===== src/rtl/sam_pkg.sv =====
`timescale 1ns/1ps
package sam_pkg;
  localparam int unsigned BYTE_W = 8;
  localparam int unsigned SEL_W  = 2;

  localparam logic [SEL_W-1:0] SEL_MODE  = 2'd0;
  localparam logic [SEL_W-1:0] SEL_OWN   = 2'd1;
  localparam logic [SEL_W-1:0] SEL_SHIFT = 2'd2;
  localparam logic [SEL_W-1:0] SEL_STAT  = 2'd3;

  localparam int unsigned STAT_PEND_B = 0;
  localparam int unsigned STAT_REL_B  = 1;

  typedef struct packed {
    logic hit;
    logic miss;
    logic fire;
  } sam_ev_t;
endpackage


===== src/rtl/sam_regs.sv =====
`timescale 1ns/1ps
module sam_regs
  import sam_pkg::*;
#(
  parameter int unsigned DW = BYTE_W
) (
  input  logic             clk_i,
  input  logic             rst_ni,
  input  logic             we_i,
  input  logic             bit_i,
  input  logic [SEL_W-1:0] sel_i,
  input  logic [DW-1:0]    wdata_i,
  output logic             en_o,
  output logic             wake_o,
  output logic [DW-4:0]    aux_o,
  output logic [DW-1:0]    own_o,
  output logic             coin_clr_o,
  output logic             pend_clr_o,
  output logic             sr_wr_o
);
  localparam int unsigned EN_B   = DW - 1;
  localparam int unsigned COIN_B = DW - 2;
  localparam int unsigned WAKE_B = DW - 3;

  logic          en_q, wake_q;
  logic [DW-4:0] aux_q;
  logic [DW-1:0] own_q;

  logic full_wr, en_wr, mode_wr, own_wr;

  assign full_wr = we_i & ~bit_i;
  assign en_wr   = we_i & (sel_i == SEL_MODE);
  assign mode_wr = full_wr & (sel_i == SEL_MODE);
  assign own_wr  = full_wr & (sel_i == SEL_OWN);

  always_ff @(posedge clk_i or negedge rst_ni) begin
    if (!rst_ni) begin
      en_q   <= 1'b0;
      wake_q <= 1'b0;
      aux_q  <= '0;
      own_q  <= '0;
    end else begin
      if (en_wr) en_q <= wdata_i[EN_B];
      if (mode_wr) begin
        wake_q <= wdata_i[WAKE_B];
        aux_q  <= wdata_i[DW-4:0];
      end
      if (own_wr) own_q <= wdata_i;
    end
  end

  assign en_o       = en_q;
  assign wake_o     = wake_q;
  assign aux_o      = aux_q;
  assign own_o      = own_q;
  assign coin_clr_o = mode_wr & ~wdata_i[COIN_B];
  assign pend_clr_o = full_wr & (sel_i == SEL_STAT) & wdata_i[STAT_PEND_B];
  assign sr_wr_o    = full_wr & (sel_i == SEL_SHIFT);
endmodule


===== src/rtl/sam_cmp.sv =====
`timescale 1ns/1ps
module sam_cmp
  import sam_pkg::*;
#(
  parameter int unsigned DW = BYTE_W
) (
  input  logic          en_i,
  input  logic          wake_i,
  input  logic          addr_vld_i,
  input  logic [DW-1:0] addr_i,
  input  logic          data_vld_i,
  input  logic [DW-1:0] own_i,
  output sam_ev_t       ev_o
);
  logic [DW-1:0] eq_bit;
  logic          eq, byte_ev;

  for (genvar b = 0; b < DW; b++) begin : g_eq
    assign eq_bit[b] = ~(addr_i[b] ^ own_i[b]);
  end

  assign eq      = &eq_bit;
  assign byte_ev = en_i & (addr_vld_i | data_vld_i);

  always_comb begin
    ev_o.hit  = en_i & addr_vld_i & eq;
    ev_o.miss = en_i & addr_vld_i & ~eq;
    ev_o.fire = wake_i ? ev_o.hit : byte_ev;
  end
endmodule


===== src/rtl/sam_flags.sv =====
`timescale 1ns/1ps
module sam_flags
  import sam_pkg::*;
(
  input  logic    clk_i,
  input  logic    rst_ni,
  input  sam_ev_t ev_i,
  input  logic    rel_set_i,
  input  logic    coin_clr_i,
  input  logic    pend_clr_i,
  output logic    coin_o,
  output logic    rel_o,
  output logic    irq_o,
  output logic    pend_o
);
  logic coin_q, rel_q, irq_q, pend_q;

  // hardware events win over host clears
  always_ff @(posedge clk_i or negedge rst_ni) begin
    if (!rst_ni) begin
      coin_q <= 1'b0;
      rel_q  <= 1'b0;
      irq_q  <= 1'b0;
      pend_q <= 1'b0;
    end else begin
      if (ev_i.hit)        coin_q <= 1'b1;
      else if (ev_i.miss)  coin_q <= 1'b0;
      else if (coin_clr_i) coin_q <= 1'b0;

      if (rel_set_i)      rel_q <= 1'b1;
      else if (ev_i.miss) rel_q <= 1'b0;

      irq_q <= ev_i.fire;
      if (ev_i.fire)       pend_q <= 1'b1;
      else if (pend_clr_i) pend_q <= 1'b0;
    end
  end

  assign coin_o = coin_q;
  assign rel_o  = rel_q;
  assign irq_o  = irq_q;
  assign pend_o = pend_q;
endmodule


===== src/rtl/sam_shift.sv =====
`timescale 1ns/1ps
module sam_shift
  import sam_pkg::*;
#(
  parameter int unsigned DW = BYTE_W
) (
  input  logic          clk_i,
  input  logic          rst_ni,
  input  logic          en_i,
  input  logic          shift_i,
  input  logic          sin_i,
  input  logic          wr_i,
  input  logic [DW-1:0] wdata_i,
  output logic [DW-1:0] sr_o,
  output logic          sout_o
);
  logic [DW-1:0] sr_q;

  always_ff @(posedge clk_i or negedge rst_ni) begin
    if (!rst_ni)              sr_q <= '0;
    else if (wr_i)            sr_q <= wdata_i;
    else if (en_i && shift_i) sr_q <= {sr_q[DW-2:0], sin_i};
  end

  assign sr_o   = sr_q;
  assign sout_o = sr_q[DW-1];
endmodule


===== src/rtl/slv_addr_match.sv =====
`timescale 1ns/1ps
module slv_addr_match
  import sam_pkg::*;
#(
  parameter int unsigned DW = BYTE_W
) (
  input  logic          clk_i,
  input  logic          rst_ni,
  input  logic          reg_we_i,
  input  logic          reg_bit_i,
  input  logic [1:0]    reg_sel_i,
  input  logic [DW-1:0] reg_wdata_i,
  output logic [DW-1:0] reg_rdata_o,
  input  logic          addr_vld_i,
  input  logic [DW-1:0] addr_byte_i,
  input  logic          data_vld_i,
  input  logic          bus_rel_i,
  input  logic          shift_i,
  input  logic          sin_i,
  output logic          sout_o,
  output logic          coin_o,
  output logic          rel_o,
  output logic          irq_o,
  output logic          irq_pend_o
);
  localparam int unsigned STAT_PAD = DW - 2;

  logic          en_w, wake_w, coin_clr_w, pend_clr_w, sr_wr_w;
  logic [DW-4:0] aux_w;
  logic [DW-1:0] own_w, sr_w;
  sam_ev_t       ev_w;

  sam_regs #(.DW(DW)) u_regs (
    .clk_i      (clk_i),
    .rst_ni     (rst_ni),
    .we_i       (reg_we_i),
    .bit_i      (reg_bit_i),
    .sel_i      (reg_sel_i),
    .wdata_i    (reg_wdata_i),
    .en_o       (en_w),
    .wake_o     (wake_w),
    .aux_o      (aux_w),
    .own_o      (own_w),
    .coin_clr_o (coin_clr_w),
    .pend_clr_o (pend_clr_w),
    .sr_wr_o    (sr_wr_w)
  );

  sam_cmp #(.DW(DW)) u_cmp (
    .en_i       (en_w),
    .wake_i     (wake_w),
    .addr_vld_i (addr_vld_i),
    .addr_i     (addr_byte_i),
    .data_vld_i (data_vld_i),
    .own_i      (own_w),
    .ev_o       (ev_w)
  );

  sam_flags u_flags (
    .clk_i      (clk_i),
    .rst_ni     (rst_ni),
    .ev_i       (ev_w),
    .rel_set_i  (bus_rel_i),
    .coin_clr_i (coin_clr_w),
    .pend_clr_i (pend_clr_w),
    .coin_o     (coin_o),
    .rel_o      (rel_o),
    .irq_o      (irq_o),
    .pend_o     (irq_pend_o)
  );

  sam_shift #(.DW(DW)) u_shift (
    .clk_i   (clk_i),
    .rst_ni  (rst_ni),
    .en_i    (en_w),
    .shift_i (shift_i),
    .sin_i   (sin_i),
    .wr_i    (sr_wr_w),
    .wdata_i (reg_wdata_i),
    .sr_o    (sr_w),
    .sout_o  (sout_o)
  );

  always_comb begin
    unique case (reg_sel_i)
      SEL_MODE:  reg_rdata_o = {en_w, coin_o, wake_w, aux_w};
      SEL_OWN:   reg_rdata_o = own_w;
      SEL_SHIFT: reg_rdata_o = sr_w;
      default:   reg_rdata_o = {{STAT_PAD{1'b0}}, rel_o, irq_pend_o};
    endcase
  end
endmodule


===== config.mk =====
export PLATFORM = sky130hd
export DESIGN_NAME = slv_addr_match
export DESIGN_NICKNAME = d
export VERILOG_FILES = /design/src/rtl/sam_pkg.sv /design/src/rtl/sam_regs.sv /design/src/rtl/sam_cmp.sv /design/src/rtl/sam_flags.sv /design/src/rtl/sam_shift.sv /design/src/rtl/slv_addr_match.sv
export SDC_FILE = /design/constraint.sdc
export NUM_CORES = 1
export LEC_CHECK = 0
export ABC_AREA = 0
export BUFFER_PORTS_ARGS = -buffer_cell sky130_fd_sc_hd__buf_2
export CAP_MARGIN = 5
export CORE_ASPECT_RATIO = 1.75
export CORE_MARGIN = 3
export CORE_UTILIZATION = 50
export CTS_BUF_LIST = sky130_fd_sc_hd__clkbuf_16
export DETAILED_ROUTE_END_ITERATION = 12
export PLACE_DENSITY = 0.77
export SLEW_MARGIN = 5
export SYNTH_ARGS = -nofsm -noshare
export SYNTH_HDL_FRONTEND = slang
export SYNTH_SLANG_ARGS = --single-unit

===== constraint.sdc =====
create_clock -name clk_i -period 3.2 [get_ports clk_i]
set_input_delay 0.64 -clock clk_i [delete_from_list [all_inputs] [get_ports clk_i]]
set_output_delay 0.64 -clock clk_i [all_outputs]
set_load 0.005 [all_outputs]

# Word-level counts from Yosys, hierarchy flattened

Index checks and enable logic that the tools add are counted.

Register bits after elaboration: 27
Input port bits: 27
Output and inout port bits: 13
Logic and storage cells: 62

Equality and inequality tests: 3
Mux-type cells: 11
Bitwise logic cells: 32
Reduce and logical (&&, ||, !) cells: 7

Operators by type and width:

| kind                 | count |
|---|---|
| $pmux W8 S3          | 1 |
| $mux W8              | 2 |
| $and A1 B1 Y1        | 12 |
| $not A1 Y1           | 11 |
| $mux W1              | 8 |
| $reduce_and A8 Y1    | 1 |
| $xor A1 B1 Y1        | 8 |
| $reduce_bool A2 Y1   | 3 |
| $eq A2 B2 Y1 const B | 2 |
| $reduce_bool A3 Y1   | 1 |
| $eq A2 B1 Y1 const B | 1 |
| $logic_not A2 Y1     | 1 |
| $logic_and A1 B1 Y1  | 1 |
| $or A1 B1 Y1         | 1 |

# Longest topological paths before layout

Word-level depth: 7
Depth in mapped cells: 5
Gate-level depth less buffers: 4

# Hierarchy

Synthesis repeated with hierarchy kept, for this count alone.

Cells, all modules: 128
Area total of the unflattened synthesis: 1544.0 µm²

Modules (own cells, without submodules):

| module         | times used | cells an instance | area each (µm²) | sequential area each (µm²) |
|---|---|---|---|---|
| sam_regs       | 1          | 38                | 629.4           | 375.4 |
| sam_shift      | 1          | 47                | 473.0           | 200.2 |
| slv_addr_match | 1          | 17                | 182.7           | 0.0 |
| sam_flags      | 1          | 10                | 133.9           | 100.1 |
| sam_cmp        | 1          | 16                | 125.1           | 0.0 |

# Worst setup path after synthesis

Ideal clock, no wire load.

Path kind: input to output
From: in reg_sel_i[0]
To: out reg_rdata_o[2]
Arrival: 1.416 ns
Data required time: 2.560 ns
Path slack: 1.144 ns
Stages on the path: 5
Buffers on the path: 2
Cells stage by stage: buf_2 buf_2 nor2b_1 nand2_1 o21ai_0

Cells in the longest elaborated chain, start to end: 2
Elaborated cells on any way between the ends: 4
Classes of those cells: 2 x eq/ne; 1 x mux; 1 x reduce/logical

Ends and longest elaborated chain:

| element                                    | line                 | source |
|---|---|---|
| start, declared                            | slv_addr_match.sv:11 | `input logic [1:0] reg_sel_i,` |
| $eq A2 B2 Y1, or another cell as far along | slv_addr_match.sv:85 | `unique case (reg_sel_i)` |
| $pmux W8 S3 *                              | slv_addr_match.sv:85 |  |
| end, declared                              | slv_addr_match.sv:13 | `output logic [DW-1:0] reg_rdata_o,` |

Mark *: on every way between the ends. The rest lies on a longest branch, timed or not.

# Worst setup path in the final report

From: in reg_sel_i[0]
To: out reg_rdata_o[1]

The elaborated chain is that of the path after synthesis.

==> flow_metrics.tcl <==
set metrics [dict create \
    worst_ep_required_time_ns 2.56 \
    cts_buffers 3 \
    layout-drive-gt1-share_pct 37.3 \
    cp.arrival_ns 1.68 \
    slew_violations 0 \
    cts.reportedPaths.clkPinSlew_ns 0.06 \
    synthToLayoutAreaGrowth_pct 20.6 \
    h-tree-depth 1 \
    row_count 24 \
    synth_top_area_share_pct 48.3 \
    cts_sinks 27 \
    yosys_warnings 0 \
    cts_setup_buffers 0 \
    antenna_found_initial 0 \
    dr_wl_met3_um 153 \
    die_area_um2 3490 \
    power-per-cell-area_nw_per_um2 620 \
    totalWireLength_um 3210 \
    path_max_fanout 15 \
    antenna_left 0 \
    clockPowerShare_pct 26.4 \
    die_x_um 46.0 \
    cts.path.max_buffers 2 \
    avgSynthCellArea_um2 11.5 \
    crit_type "in -> out" \
    nNetsFinal 189 \
    hold_violations 0 \
    worstMarginPinSlew_ns 0.896 \
    firstDrtPassIters 4 \
    route.detailed.drc 0 \
    fillers 219 \
    peakVddDrop_uv 548 \
    synth_area_leaders "dfrtp_1, mux2i_1, mux2_2, o21ai_0, nand2_1" \
    p_int_uw 743 \
    syn_nets 149 \
    num_vias 1092 \
    postSynthCellCount 122 \
    antennaDiodeCount 0 \
    dpl.hpwl_um 2490 \
    place_congestion 0.841 \
    endpoint_kind "output port" \
    grt_pass1_vias 1182 \
    stdcell_area_um2 1690 \
    slew_headroom_pct 40.0 \
    fmax_mhz 431 \
    leakage_uw 0.000818 \
    drtIter0Drc 28 \
    skew_ns 0.00108 \
    synth_cell_types 21 \
    seqPwrFrac_pct 49.3 \
    grt_use_total_pct 20.4 \
    synth_seq_cells 27 \
    holdCritPathClass "in -> async" \
    switching_power_uw 303 \
    avgViaCountPerCell 5.84 \
    synth_top_area_cell "dfrtp_1" \
    timing.max_cap.violations 0 \
    tritoncts "yes" \
    coreArea_um2 2580 \
    status "finished clean" \
    met2_wirelength_um 1740 \
    overflow 0 \
    fin_crit_sh_pct 72.5 \
    multi_input_area_um2 704 \
    final_cells 187 \
    top_layer_used "met4" \
    cp-start-kind "primary input" \
    cts-root-buf "clkbuf_16" \
    cts-resized-gates 0 \
    combPwrFrac_pct 24.3 \
    netlist_area_um2 1400 \
    placed_cell_area_um2 1610 \
    wl_met1_um 1250 \
    wl_per_cell_um 17.2 \
    grt_pass1_wl_um 5400 \
    holdWs_ns 0.386 \
    setup_viol 0 \
    clkLatencyLatePin_ns 0.25 \
    die_y_um 76.0 \
    register_area_um2 676 \
    swShare_pct 28.9 \
    fin_crit_ns 2.32 \
    seq_area_frac_synth_pct 48.3 \
    grt_max_degree 28 \
    portBuffers 39 \
    placedCellCount 183 \
    io_pins 40 \
    hold_buffers 0 \
    rsz0062_at_grt "no" \
    utilization_pct 65.3 \
    setup-tns-final_ns 0 \
    initial_core_util_pct 54.2 \
]
[cells in the mapped netlist (all sizes together)]
cell type	number
mux4	2
nand3	1
a21oi	1
o211ai	1
nor2b	1
xor2	8
clkbuf	1
mux2	15
mux2i	15
o21ai	16
nand2b	1
nor3	1
o41ai	1
dfrtp	27
nand2	19
nor2	5
nor3b	2
buf	3
nor4	2
[layout by cell type (no fill, tap or decap), types with 2 or more instances in the layout]
cell type,count
buf_2,39
clkbuf_16,3
dfrtp_1,27
mux2_1,3
mux2_2,12
mux2i_1,15
mux4_2,2
nand2_1,19
nor2_1,5
nor4_1,2
o21ai_0,16
xor2_1,8
[routing by layer]
layer  up-vias  track usage (%)
li1        515                -
met2        36             33.4
met1       535             26.2
met4         0             7.41
met5         -                0
met3         6             2.60
[power by group through the flow]
| stage | sequential [uW] | combinational, uW | clock [uW] |
|---|---|---|---|
| 6_report | 515 | 254 | 276 |
| 5_1_grt | 527 | 292 | 296 |
| 4_1_cts | 516 | 259 | 281 |
| 3_5_place_dp | 521 | 257 | 0 |
| 3_3_place_gp | 518 | 246 | 0 |
| 2_1_floorplan | 496 | 166 | 0 |
[area by class of cell]
type                            count  share of cell area [%]
Clock buffer                        3                    4.45
Clock inverter                      1                   0.223
Multi-Input combinational cell     91                    41.8
Sequential cell                    27                    40.1
Tap cell                           26                    1.93
Timing Repair Buffer               39                    11.6
[final timing paths]
path / start / end / slack [ns] / cells past startpoint
max in group asynchronous: rst_ni / u_flags.pend_o$_DFFE_PN0P_ / 2.42 / 1
worst max register to register: u_regs.own_o[7]$_DFFE_PN0P_ / u_flags.irq_o$_DFF_PN0_ / 1.81 / 4
worst max-delay path: reg_sel_i[0] / reg_rdata_o[1] / 0.88 / 3
min in group clk_i: u_regs.aux_o[2]$_DFFE_PN0N_ / u_regs.aux_o[2]$_DFFE_PN0N_ / 0.51 / 1
worst min-delay path: rst_ni / u_shift.sr_o[6]$_DFFE_PN0P_ / 0.39 / 1
worst min register to register: u_regs.aux_o[2]$_DFFE_PN0N_ / u_regs.aux_o[2]$_DFFE_PN0N_ / 0.51 / 1
[per-stage QoR]
stage	worst slack, ns	power (uW)
after detailed placement	0.893	779
final	0.881	1050
after CTS	0.893	1060
after global routing	0.773	1120
after floorplan	1.14	662
after global placement	0.912	764
[critical path: stages]
cell and delay, ns:
buf_2 0.33, mux4_2 0.56, buf_2 0.14
[sequential cells by signal, summed over array words and instances (netlist names)]
name / count
u_shift.sr_o: 8
u_flags.coin_o: 1
u_flags.pend_o: 1
u_flags.rel_o: 1
u_regs.own_o: 8
u_regs.wake_o: 1
u_flags.irq_o: 1
u_regs.en_o: 1
u_regs.aux_o: 5
[cells by family (layout without fill, tap and decap cells)]
group,after synthesis,count (layout),synth area share (%)
AOI/OAI and AO/OA,19,19,7.25
xor gates and xnor gates,8,8,5.01
buffers and inverters,4,43,1.34
DFF,27,27,48.3
muxes,32,32,26.0
and+or+nand+nor,32,32,12.1
Power figures use the tool's default switching activity.
